--- src/rtl/arb_scan_pkg.sv ---
package arb_scan_pkg;

  localparam int WORD_W     = 32;
  localparam int ID_W       = 3;
  localparam int NUM_IDS    = 1 << ID_W;
  localparam int SID_W      = 4;
  localparam int PER_W      = 8;
  localparam int EVT_W      = 32;
  localparam int EVT_CHAN_W = 9;

  typedef enum logic [1:0] {
    ST_SCAN = 2'd0,
    ST_READ = 2'd1,
    ST_EMIT = 2'd2
  } scanState_e;

  // strobe bundle from control to datapath
  typedef struct packed {
    logic                  valid;
    logic [EVT_CHAN_W-1:0] chan;
    logic [ID_W-1:0]       id;
  } clrCmd_t;

  function automatic logic [4:0] lowest32(input logic [WORD_W-1:0] v);
    lowest32 = '0;
    for (int i = WORD_W - 1; i >= 0; i--) begin
      if (v[i]) lowest32 = 5'(i);
    end
  endfunction

  function automatic logic [ID_W-1:0] lowestId(input logic [NUM_IDS-1:0] v);
    lowestId = '0;
    for (int i = NUM_IDS - 1; i >= 0; i--) begin
      if (v[i]) lowestId = ID_W'(i);
    end
  endfunction

endpackage

--- src/rtl/scan_datapath.sv ---
module scan_datapath
  import arb_scan_pkg::*;
#(
  parameter int NUM_CHAN = 64,
  parameter int CH_W     = 6,
  parameter int WIDX_W   = 1
) (
  input  logic                  clk,
  input  logic                  rstN,
  input  logic                  setValid,
  input  logic [CH_W-1:0]       setChan,
  input  logic [ID_W-1:0]       setId,
  input  logic                  enWrValid,
  input  logic [CH_W-1:0]       enWrChan,
  input  logic                  enWrVal,
  input  logic                  idWrValid,
  input  logic [CH_W-1:0]       idWrChan,
  input  logic [SID_W-1:0]      idWrSid,
  input  logic [PER_W-1:0]      idWrPer,
  input  clrCmd_t               clrCmd,
  input  logic [WIDX_W-1:0]     firstWord,
  input  logic [WIDX_W-1:0]     lastWord,
  input  logic [WIDX_W-1:0]     wordSel,
  input  logic [CH_W-1:0]       chanSel,
  output logic [WORD_W-1:0]     selWord,
  output logic [NUM_IDS-1:0]    selStatus,
  output logic                  selEnable,
  output logic [SID_W-1:0]      selSid,
  output logic [PER_W-1:0]      selPer,
  output logic                  irqOut
);

  localparam int PAD_WORDS = 1 << WIDX_W;
  localparam int PAD_CHANS = PAD_WORDS * WORD_W;

  logic [NUM_CHAN-1:0][NUM_IDS-1:0] statusQ;
  logic [NUM_CHAN-1:0]              enableQ;
  logic [NUM_CHAN-1:0][SID_W-1:0]   sidQ;
  logic [NUM_CHAN-1:0][PER_W-1:0]   perQ;
  logic [PAD_WORDS-1:0][WORD_W-1:0] summary;

  // status: clear first, a set of the same bit in the same cycle wins
  always_ff @(posedge clk or negedge rstN) begin
    if (!rstN) begin
      statusQ <= '0;
      enableQ <= '0;
      sidQ    <= '0;
      perQ    <= '0;
    end else begin
      if (clrCmd.valid && (int'(clrCmd.chan) < NUM_CHAN))
        statusQ[clrCmd.chan[CH_W-1:0]][clrCmd.id] <= 1'b0;
      if (setValid && (int'(setChan) < NUM_CHAN))
        statusQ[setChan][setId] <= 1'b1;
      if (enWrValid && (int'(enWrChan) < NUM_CHAN))
        enableQ[enWrChan] <= enWrVal;
      if (idWrValid && (int'(idWrChan) < NUM_CHAN)) begin
        sidQ[idWrChan] <= idWrSid;
        perQ[idWrChan] <= idWrPer;
      end
    end
  end

  // summary bits, padded to a whole number of words
  for (genvar c = 0; c < PAD_CHANS; c++) begin : g_sum
    if (c < NUM_CHAN) begin : g_live
      assign summary[c / WORD_W][c % WORD_W] = enableQ[c] && (|statusQ[c]);
    end else begin : g_pad
      assign summary[c / WORD_W][c % WORD_W] = 1'b0;
    end
  end

  always_comb begin
    irqOut = 1'b0;
    for (int w = 0; w < PAD_WORDS; w++) begin
      if ((WIDX_W'(w) >= firstWord) && (WIDX_W'(w) <= lastWord) && (|summary[w]))
        irqOut = 1'b1;
    end
  end

  assign selWord = summary[wordSel];

  always_comb begin
    if (int'(chanSel) < NUM_CHAN) begin
      selStatus = statusQ[chanSel];
      selEnable = enableQ[chanSel];
      selSid    = sidQ[chanSel];
      selPer    = perQ[chanSel];
    end else begin
      selStatus = '0;
      selEnable = 1'b0;
      selSid    = '0;
      selPer    = '0;
    end
  end

  assert_clr_pending_R9 : assert property (@(posedge clk) disable iff (!rstN)
    clrCmd.valid |-> statusQ[clrCmd.chan[CH_W-1:0]][clrCmd.id]);

  assert_empty_range_R5 : assert property (@(posedge clk) disable iff (!rstN)
    (firstWord > lastWord) |-> !irqOut);

endmodule

--- src/rtl/scan_control.sv ---
module scan_control
  import arb_scan_pkg::*;
#(
  parameter int CH_W   = 6,
  parameter int WIDX_W = 1
) (
  input  logic               clk,
  input  logic               rstN,
  input  logic               ackValid,
  input  logic [WIDX_W-1:0]  firstWord,
  input  logic [WIDX_W-1:0]  lastWord,
  input  logic [WORD_W-1:0]  selWord,
  input  logic [NUM_IDS-1:0] selStatus,
  input  logic               selEnable,
  output logic [WIDX_W-1:0]  wordIdx,
  output logic [CH_W-1:0]    curChan,
  output logic [ID_W-1:0]    curId,
  output logic               evtValid,
  output clrCmd_t            clrCmd
);

  localparam int FULL_W = WIDX_W + 5;

  scanState_e         st;
  logic               inRange;
  logic [FULL_W-1:0]  hitChan;
  logic [NUM_IDS-1:0] livePend;

  assign inRange  = (wordIdx >= firstWord) && (wordIdx <= lastWord);
  assign hitChan  = {wordIdx, lowest32(selWord)};
  assign livePend = selStatus & {NUM_IDS{selEnable}};

  always_ff @(posedge clk or negedge rstN) begin
    if (!rstN) begin
      st      <= ST_SCAN;
      wordIdx <= '0;
      curChan <= '0;
      curId   <= '0;
    end else begin
      case (st)
        ST_SCAN: begin
          if (!inRange) begin
            wordIdx <= firstWord;
          end else if (selWord != '0) begin
            curChan <= hitChan[CH_W-1:0];
            st      <= ST_READ;
          end else begin
            wordIdx <= (wordIdx >= lastWord) ? firstWord : wordIdx + 1'b1;
          end
        end
        ST_READ: begin
          if (livePend != '0) begin
            curId <= lowestId(livePend);
            st    <= ST_EMIT;
          end else begin
            st      <= ST_SCAN;
            wordIdx <= firstWord;
          end
        end
        ST_EMIT: begin
          if (ackValid) begin
            st      <= ST_SCAN;
            wordIdx <= firstWord;
          end
        end
        default: st <= ST_SCAN;
      endcase
    end
  end

  assign evtValid     = (st == ST_EMIT);
  assign clrCmd.valid = evtValid && ackValid;
  assign clrCmd.chan  = EVT_CHAN_W'(curChan);
  assign clrCmd.id    = curId;

  assert_evt_hold_R8 : assert property (@(posedge clk) disable iff (!rstN)
    (evtValid && !ackValid) |=> (evtValid && $stable(curChan) && $stable(curId)));

  assert_ack_release_R9 : assert property (@(posedge clk) disable iff (!rstN)
    (evtValid && ackValid) |=> !evtValid);

  assert_evt_pending_R2 : assert property (@(posedge clk) disable iff (!rstN)
    evtValid |-> selStatus[curId]);

endmodule

--- src/rtl/arb_scan_dispatch.sv ---
module arb_scan_dispatch
  import arb_scan_pkg::*;
#(
  parameter  int NUM_CHAN = 64,
  localparam int CH_W     = (NUM_CHAN > 1) ? $clog2(NUM_CHAN) : 1
) (
  input  logic              clk,
  input  logic              rstN,
  input  logic              setValid,
  input  logic [CH_W-1:0]   setChan,
  input  logic [2:0]        setId,
  input  logic              enWrValid,
  input  logic [CH_W-1:0]   enWrChan,
  input  logic              enWrVal,
  input  logic              idWrValid,
  input  logic [CH_W-1:0]   idWrChan,
  input  logic [3:0]        idWrSid,
  input  logic [7:0]        idWrPer,
  input  logic [CH_W-1:0]   minChan,
  input  logic [CH_W-1:0]   maxChan,
  input  logic              ackValid,
  output logic              evtValid,
  output logic [31:0]       evtWord,
  output logic [CH_W-1:0]   evtChan,
  output logic [2:0]        evtId,
  output logic              irqOut
);

  localparam int WIDX_W = (CH_W > 5) ? CH_W - 5 : 1;

  logic [WIDX_W-1:0]  firstWord, lastWord, wordIdx;
  logic [WORD_W-1:0]  selWord;
  logic [NUM_IDS-1:0] selStatus;
  logic               selEnable;
  logic [SID_W-1:0]   selSid;
  logic [PER_W-1:0]   selPer;
  clrCmd_t            clrCmd;

  assign firstWord = WIDX_W'(minChan >> 5);
  assign lastWord  = WIDX_W'(maxChan >> 5);

  scan_datapath #(.NUM_CHAN(NUM_CHAN), .CH_W(CH_W), .WIDX_W(WIDX_W)) u_dp (
    .clk(clk), .rstN(rstN),
    .setValid(setValid), .setChan(setChan), .setId(setId),
    .enWrValid(enWrValid), .enWrChan(enWrChan), .enWrVal(enWrVal),
    .idWrValid(idWrValid), .idWrChan(idWrChan), .idWrSid(idWrSid), .idWrPer(idWrPer),
    .clrCmd(clrCmd), .firstWord(firstWord), .lastWord(lastWord),
    .wordSel(wordIdx), .chanSel(evtChan),
    .selWord(selWord), .selStatus(selStatus), .selEnable(selEnable),
    .selSid(selSid), .selPer(selPer), .irqOut(irqOut)
  );

  scan_control #(.CH_W(CH_W), .WIDX_W(WIDX_W)) u_ctl (
    .clk(clk), .rstN(rstN), .ackValid(ackValid),
    .firstWord(firstWord), .lastWord(lastWord),
    .selWord(selWord), .selStatus(selStatus), .selEnable(selEnable),
    .wordIdx(wordIdx), .curChan(evtChan), .curId(evtId),
    .evtValid(evtValid), .clrCmd(clrCmd)
  );

  assign evtWord = evtValid ? {selSid, selPer, 1'b0, evtId, 7'b0, EVT_CHAN_W'(evtChan)} : '0;

endmodule

--- config.mk ---
export PLATFORM = sky130hd
export DESIGN_NAME = arb_scan_dispatch
export DESIGN_NICKNAME = d
export VERILOG_FILES = /design/src/rtl/arb_scan_pkg.sv /design/src/rtl/scan_datapath.sv /design/src/rtl/scan_control.sv /design/src/rtl/arb_scan_dispatch.sv
export SDC_FILE = /design/constraint.sdc
export NUM_CORES = 2
export LEC_CHECK = 0
export BUFFER_PORTS_ARGS = -buffer_cell sky130_fd_sc_hd__buf_4
export CAP_MARGIN = 20
export CORE_MARGIN = 5
export CORE_UTILIZATION = 60
export DETAILED_ROUTE_END_ITERATION = 6
export PLACE_DENSITY = 0.77
export SETUP_SLACK_MARGIN = 0.5
export SLEW_MARGIN = 30
export SYNTH_ARGS = -nofsm -noshare
export SYNTH_HDL_FRONTEND = slang
export SYNTH_SLANG_ARGS = --single-unit
--- constraint.sdc ---
create_clock -name clk -period 3.59 [get_ports clk]
set_input_delay 0.1795 -clock clk [delete_from_list [all_inputs] [get_ports clk]]
set_output_delay 0.1795 -clock clk [all_outputs]
set_load 0.01 [all_outputs]
* After elaboration in Yosys (flattened, before gate mapping) *
Cells that the tools add are included.

word-level totals
  word-level logic and storage cells = 464
  bits of input ports = 52
  bits in registers = 1356

operators by class
  muxes and demuxes = 83
  add/subtract/negate cells = 1
  magnitude comparators = 21
  reduce and logical (&&, ||, !) cells = 151
  equality and inequality tests = 7
  bitwise operators = 4

operator list
  operator                                                               count
  512-bit 2-to-1 mux                                                     2
  512-bit bitwise AND                                                    1
  512-bit bitwise mux                                                    1
  512-bit NOT                                                            1
  512-bit bitwise OR                                                     1
  8-bit OR reduction                                                     64
  256-bit bitwise mux                                                    1
  5-bit 2-to-1 mux                                                       32
  8-bit demux with 6-bit select                                          3
  8-bit binary-select mux with 6-bit select                              2
  32-bit 2-to-1 mux                                                      3
  1-bit logical AND                                                      77
  64-bit bitwise mux                                                     1
  32-bit OR reduction                                                    2
  8-bit 2-to-1 mux                                                       5
  6-bit by 7-bit < comparator with 1-bit output, second input constant   5
  32-bit nonzero test                                                    1
  4-bit binary-select mux with 6-bit select                              1
  4-bit demux with 6-bit select                                          1
  6-bit by 1-bit >= comparator with 1-bit output, second input constant  4
  3-bit 2-to-1 mux                                                       8
  1-bit 2-to-1 mux                                                       11
  8-bit bitwise AND                                                      1
  3-bit by 4-bit < comparator with 1-bit output, second input constant   2
  other kinds (25)                                                       37

* Depth between registers and ports, before layout *
  depth after elaboration = 36
  depth in mapped cells = 13

* By module *
A second synthesis with hierarchy kept.

second synthesis, totals
  cell total of the unflattened synthesis = 4900
  area total of the unflattened synthesis = 64478.1 um2

by module, submodules not included
  module             sequential area each (um2)  times used  cells each  area each (um2)
  scan_datapath      33632.3                     1           4723        63100.5
  scan_control       300.3                       1           142         1118.6
  arb_scan_dispatch  0.0                         1           35          259.0

* Worst setup path before layout *
No wires, ideal clock.

  kind = reg-to-output
  start point = register u_ctl.curChan[0]
  end point = output port evtWord[29]
  buffers on the path = 6
  cell stages (with the launch flop) = 13
  arrival time = 2.627 ns
  setup slack = 0.784 ns
  path through = dfrtp_1 buf_4 buf_4 buf_6 buf_2 buf_2 buf_2 mux2i_1 o21ai_0 a221oi_1 a21oi_1 nor4_1 a21oi_1

on the way
  word-level cells in the longest chain between the ends = 3

RTL lines
  element                                    line                     RTL
  from (decl)                                scan_control.sv:16       output logic [CH_W-1:0] curChan,
  from (signal assigned)                     scan_control.sv:45       curChan <= hitChan[CH_W-1:0];
  4-bit binary-select mux with 6-bit select  scan_datapath.sv:86      selSid = sidQ[chanSel];
  4-bit 2-to-1 mux (implied by the code)     scan_datapath.sv:86
  32-bit 2-to-1 mux                          arb_scan_dispatch.sv:61  assign evtWord = evtValid ? {selSid, selPer, 1'b0, evtId, 7'b0, EVT_CHAN_W'(evtChan)} : '0;
  to (decl)                                  arb_scan_dispatch.sv:23  output logic [31:0] evtWord,

Every way passes these cells. The select of a mux whose other input is x is not followed.

* Worst setup path in the final report *
  start point = register u_ctl.curChan[1]
  end point = output port evtWord[26]

on the way
  word-level cells in the longest chain between the ends = 3

RTL lines
  element                                    line                     RTL
  8-bit binary-select mux with 6-bit select  scan_datapath.sv:87      selPer = perQ[chanSel];
  8-bit 2-to-1 mux (implied by the code)     scan_datapath.sv:87
  32-bit 2-to-1 mux                          arb_scan_dispatch.sv:61

Every way passes these cells. The select of a mux whose other input is x is not followed.

==> impl_metrics.csv <==
group,metric,value,unit
detailed_routing,drt_iter0_drc,8321,
power_and_ir_drop,pwr-share-comb,33.4,%
sta,slew_headroom,24.8,%
die,dieArea,0.112,mm²
final_layout,final_cell_mix,"1,346 x dfrtp_1, 1,060 x o21ai_0, 883 x mux2_2",
run,drv_cap,0,
clock_tree,htreeDepth,4,
synth,syn_area_per_cell,11.5,µm²
critical_path,path_class,"register to primary output",
synth,synth_cell_types,74,
power_and_ir_drop,p_sw_share,34.9,%
placement,portBuffers,73,
final_layout,areaGrowthSynthToFinish,20.3,%
synth,synth_seq_area_share,53.7,%
placement,dp_hpwl,156,mm
power_and_ir_drop,powerDensity,663,mW/mm²
global_route,antenna_found_initial,9,
critical_path,worst-endpoint-arrival,3710,ps
final_layout,final_cells,7349,
power_and_ir_drop,p_seq_share,36.0,%
synth,yosysWarningCount,0,
clock_tree,cts.sinks,1356,
placement,finalWeightedCongestion,1.04,
detailed_routing,remaining_drc_errors,3,
power_and_ir_drop,p_clk_share,30.6,%
sta,rsz0062_at_grt,"yes",
power_and_ir_drop,peakVddDrop,0.000591,V
sta,tightestPinTransition,1130,ps
die,die_y,335,µm
sta,period_needed,3890,ps
synth,synth_edf_count,0,
sta,final.setup.worst_slack,-304,ps
synth,synth_top_flop_cell,"dfrtp_1",
critical_path,required,3410,ps
global_route,grt_pass1_wl,367,mm
run_status,outcome,"complete, but fails checks",
sta,finalHoldViolations,0,
die,start_util,60.3,%
clock_tree,cts_buffers,142,
global_route,grt.overflow.total,0,
critical_path,worst_setup_path_end_kind,"primary output",
sta,fmax,257,MHz
synth,syn_area,0.0632,mm²
sta,setup_viol_count_final,12,
sta,worst_clock_skew,19.1,ps
final_layout,mostFrequentLayoutCell,"dfrtp_1",
clock_tree,root_buffer,"clkbuf_16",
clock_tree,clk_path_buf_depth,3,
synth,synthArstFlopShare,100,%
placement,dp_cells,6918,
placement,placed_area,0.0675,mm²
detailed_routing,dr.pass1.iters,7,
sta,tns,-1900,ps
critical_path,start_kind,"register",
detailed_routing,wl,255,mm
final_layout,drive_gt1_share,34.7,%
critical_path,path_max_fanout,5,
clock_tree,clkSlewWorstSetupHoldPaths,60,ps
power_and_ir_drop,power.internal,32900,µW
run_status,violations,"DRC, setup timing",
die,ios,95,
synth,ys_ff_latch,1356,
detailed_routing,viasPerCell,7.48,
detailed_routing,ant_nets,0,
detailed_routing,avgRoutedWirePerCell,34.7,µm
die,row_count,119,
global_route,grt_max_degree,114,
global_route,grt_util_all_layers,44.1,%
sta,fin_crit_sh,108,%
worst_hold_path,hold_class,"input port to register",
final_layout,stdcell_area,0.0761,mm²
final_layout,nNetsFinal,5893,
clock_tree,cts_tree,"yes",
sta,slew_violations,0,
detailed_routing,vias,55000,
global_route,grt_pass1_vias,54300,
power_and_ir_drop,p_sw,17600,µW
synth,synthCells,5519,
die,die_x,335,µm
die,fp.coreArea,0.105,mm²
clock_tree,insertion_delay,780,ps
sta,finalHoldWorstSlack,40.0,ps
power_and_ir_drop,p_total,50500,µW
power_and_ir_drop,p_leak,0.0339,µW
[per-layer routing]
layer / track usage [%] / vias up / wire [µm] / part of all wire [%]
li1: - / 21400 / - / -
met1: 55.5 / 27400 / 87700 / 34
met5: 0.0851 / - / 9 / 0.0035
met3: 13.5 / 1411 / 33000 / 13
met4: 33.0 / 2 / 25200 / 9.9
met2: 64.6 / 4763 / 109000 / 43
[through the flow]
step | setup slack (ps) | util (%)
detailed placement | -42.6 | 64.3
finish | -304 | 72.5
floorplan | 784 | -
CTS | -182 | 71.4
global placement | -36.1 | 64.3
global route | -274 | 72.5
[worst max-delay path, cell delays in order, from the launching register on]
cell      delay (ps)
dfrtp_4          550
buf_6            160
and3b_4          240
buf_16           180
buf_12           140
a22o_1           220
a221oi_1         240
a311o_2          350
a21oi_2          120
nor4_4           320
nor2_1            90
buf_4            180
buf_6            120
[kinds of logic (layout without fill, tap and decap cells)]
family | after synthesis | in the layout | share of synthesized area [%]
buffers and inverters | 487 | 908 | 3.20
AO/OA/AOI/OAI | 1850 | 1850 | 17.7
flip-flops | 1356 | 1356 | 53.7
adder cells (fa/ha/maj) | 4 | 4 | 0.0791
other | 1 | 19 | 0.00593
multiplexers | 1030 | 1030 | 19.0
AND/OR/NAND/NOR | 791 | 791 | 6.39
[layout make-up]
cell class / instances / area, µm²
Fill cell: 7062 / 28900
Multi-Input combinational cell: 3686 / 29000
Inverter: 15 / 60.1
Clock buffer: 222 / 4390
Sequential cell: 1356 / 34000
Tap cell: 1391 / 1740
Timing Repair Buffer: 636 / 6440
Antenna cell: 8 / 20.0
Clock inverter: 35 / 517
[synth_stat cells (19+ instances only)]
| cell | instances | area, µm² |
|---|---|---|
| or4_1 | 105 | 788 |
| buf_2 | 44 | 220 |
| a22oi_1 | 243 | 1820 |
| a22o_1 | 79 | 692 |
| o21ai_0 | 1086 | 5440 |
| clkbuf_1 | 348 | 1310 |
| nand2_1 | 291 | 1090 |
| a21oi_1 | 64 | 320 |
| nor2b_1 | 22 | 138 |
| nand3_1 | 38 | 190 |
| nor2_1 | 141 | 529 |
| buf_1 | 49 | 184 |
| mux2_2 | 883 | 9940 |
| dfrtp_1 | 1356 | 33900 |
| a31oi_1 | 75 | 469 |
| o21ai_1 | 22 | 110 |
| buf_4 | 25 | 188 |
| and2_1 | 19 | 119 |
| nor4_1 | 43 | 269 |
| a221oi_1 | 131 | 1150 |
| mux4_2 | 45 | 1010 |
| nand4_1 | 38 | 238 |
| o22ai_1 | 39 | 244 |
| mux2i_1 | 97 | 971 |
[power groups by stage]
stage	Combinational (µW)	Sequential [µW]	Clock, µW
after floorplan	6970	17800	0
after global placement	13000	18200	0
after detailed placement	13200	18300	0
after CTS	15200	18000	15400
after global routing	17100	18300	16100
final	16800	18200	15400
[sequential cells by signal, indices dropped and copies added, names as in the netlist]
signal         count
u_ctl.curId        3
u_ctl.st           2
u_dp.statusQ     512
u_ctl.curChan      6
u_ctl.wordIdx      1
u_dp.perQ        512
u_dp.enableQ      64
u_dp.sidQ        256
[worst paths after layout]
check | startpoint | endpoint | slack, ps | cells after the start
setup / recovery | u_ctl.curChan[1] | evtWord[26] | -300 | 12
hold / removal | setChan[0] | u_dp.statusQ[420] | 40 | 4
setup reg to reg | u_ctl.curChan[1] | u_ctl.st[1] | 40 | 12
hold reg to reg | u_dp.perQ[335] | u_dp.perQ[335] | 510 | 1
max in group asynchronous | rstN | u_dp.perQ[307] | 2260 | 4
min in group asynchronous | rstN | u_dp.statusQ[20] | 80 | 2
[timing repair]
item	4_1_cts	5_1_grt
setup endpoints to repair	25	24
endpoints found under the hold margin	436	0
gates cloned	13	6
pin swaps	100	85
setup buffers	86	49
hold buffers	12	0
resized for setup	275	123
(Power assumes the default switching activity.)
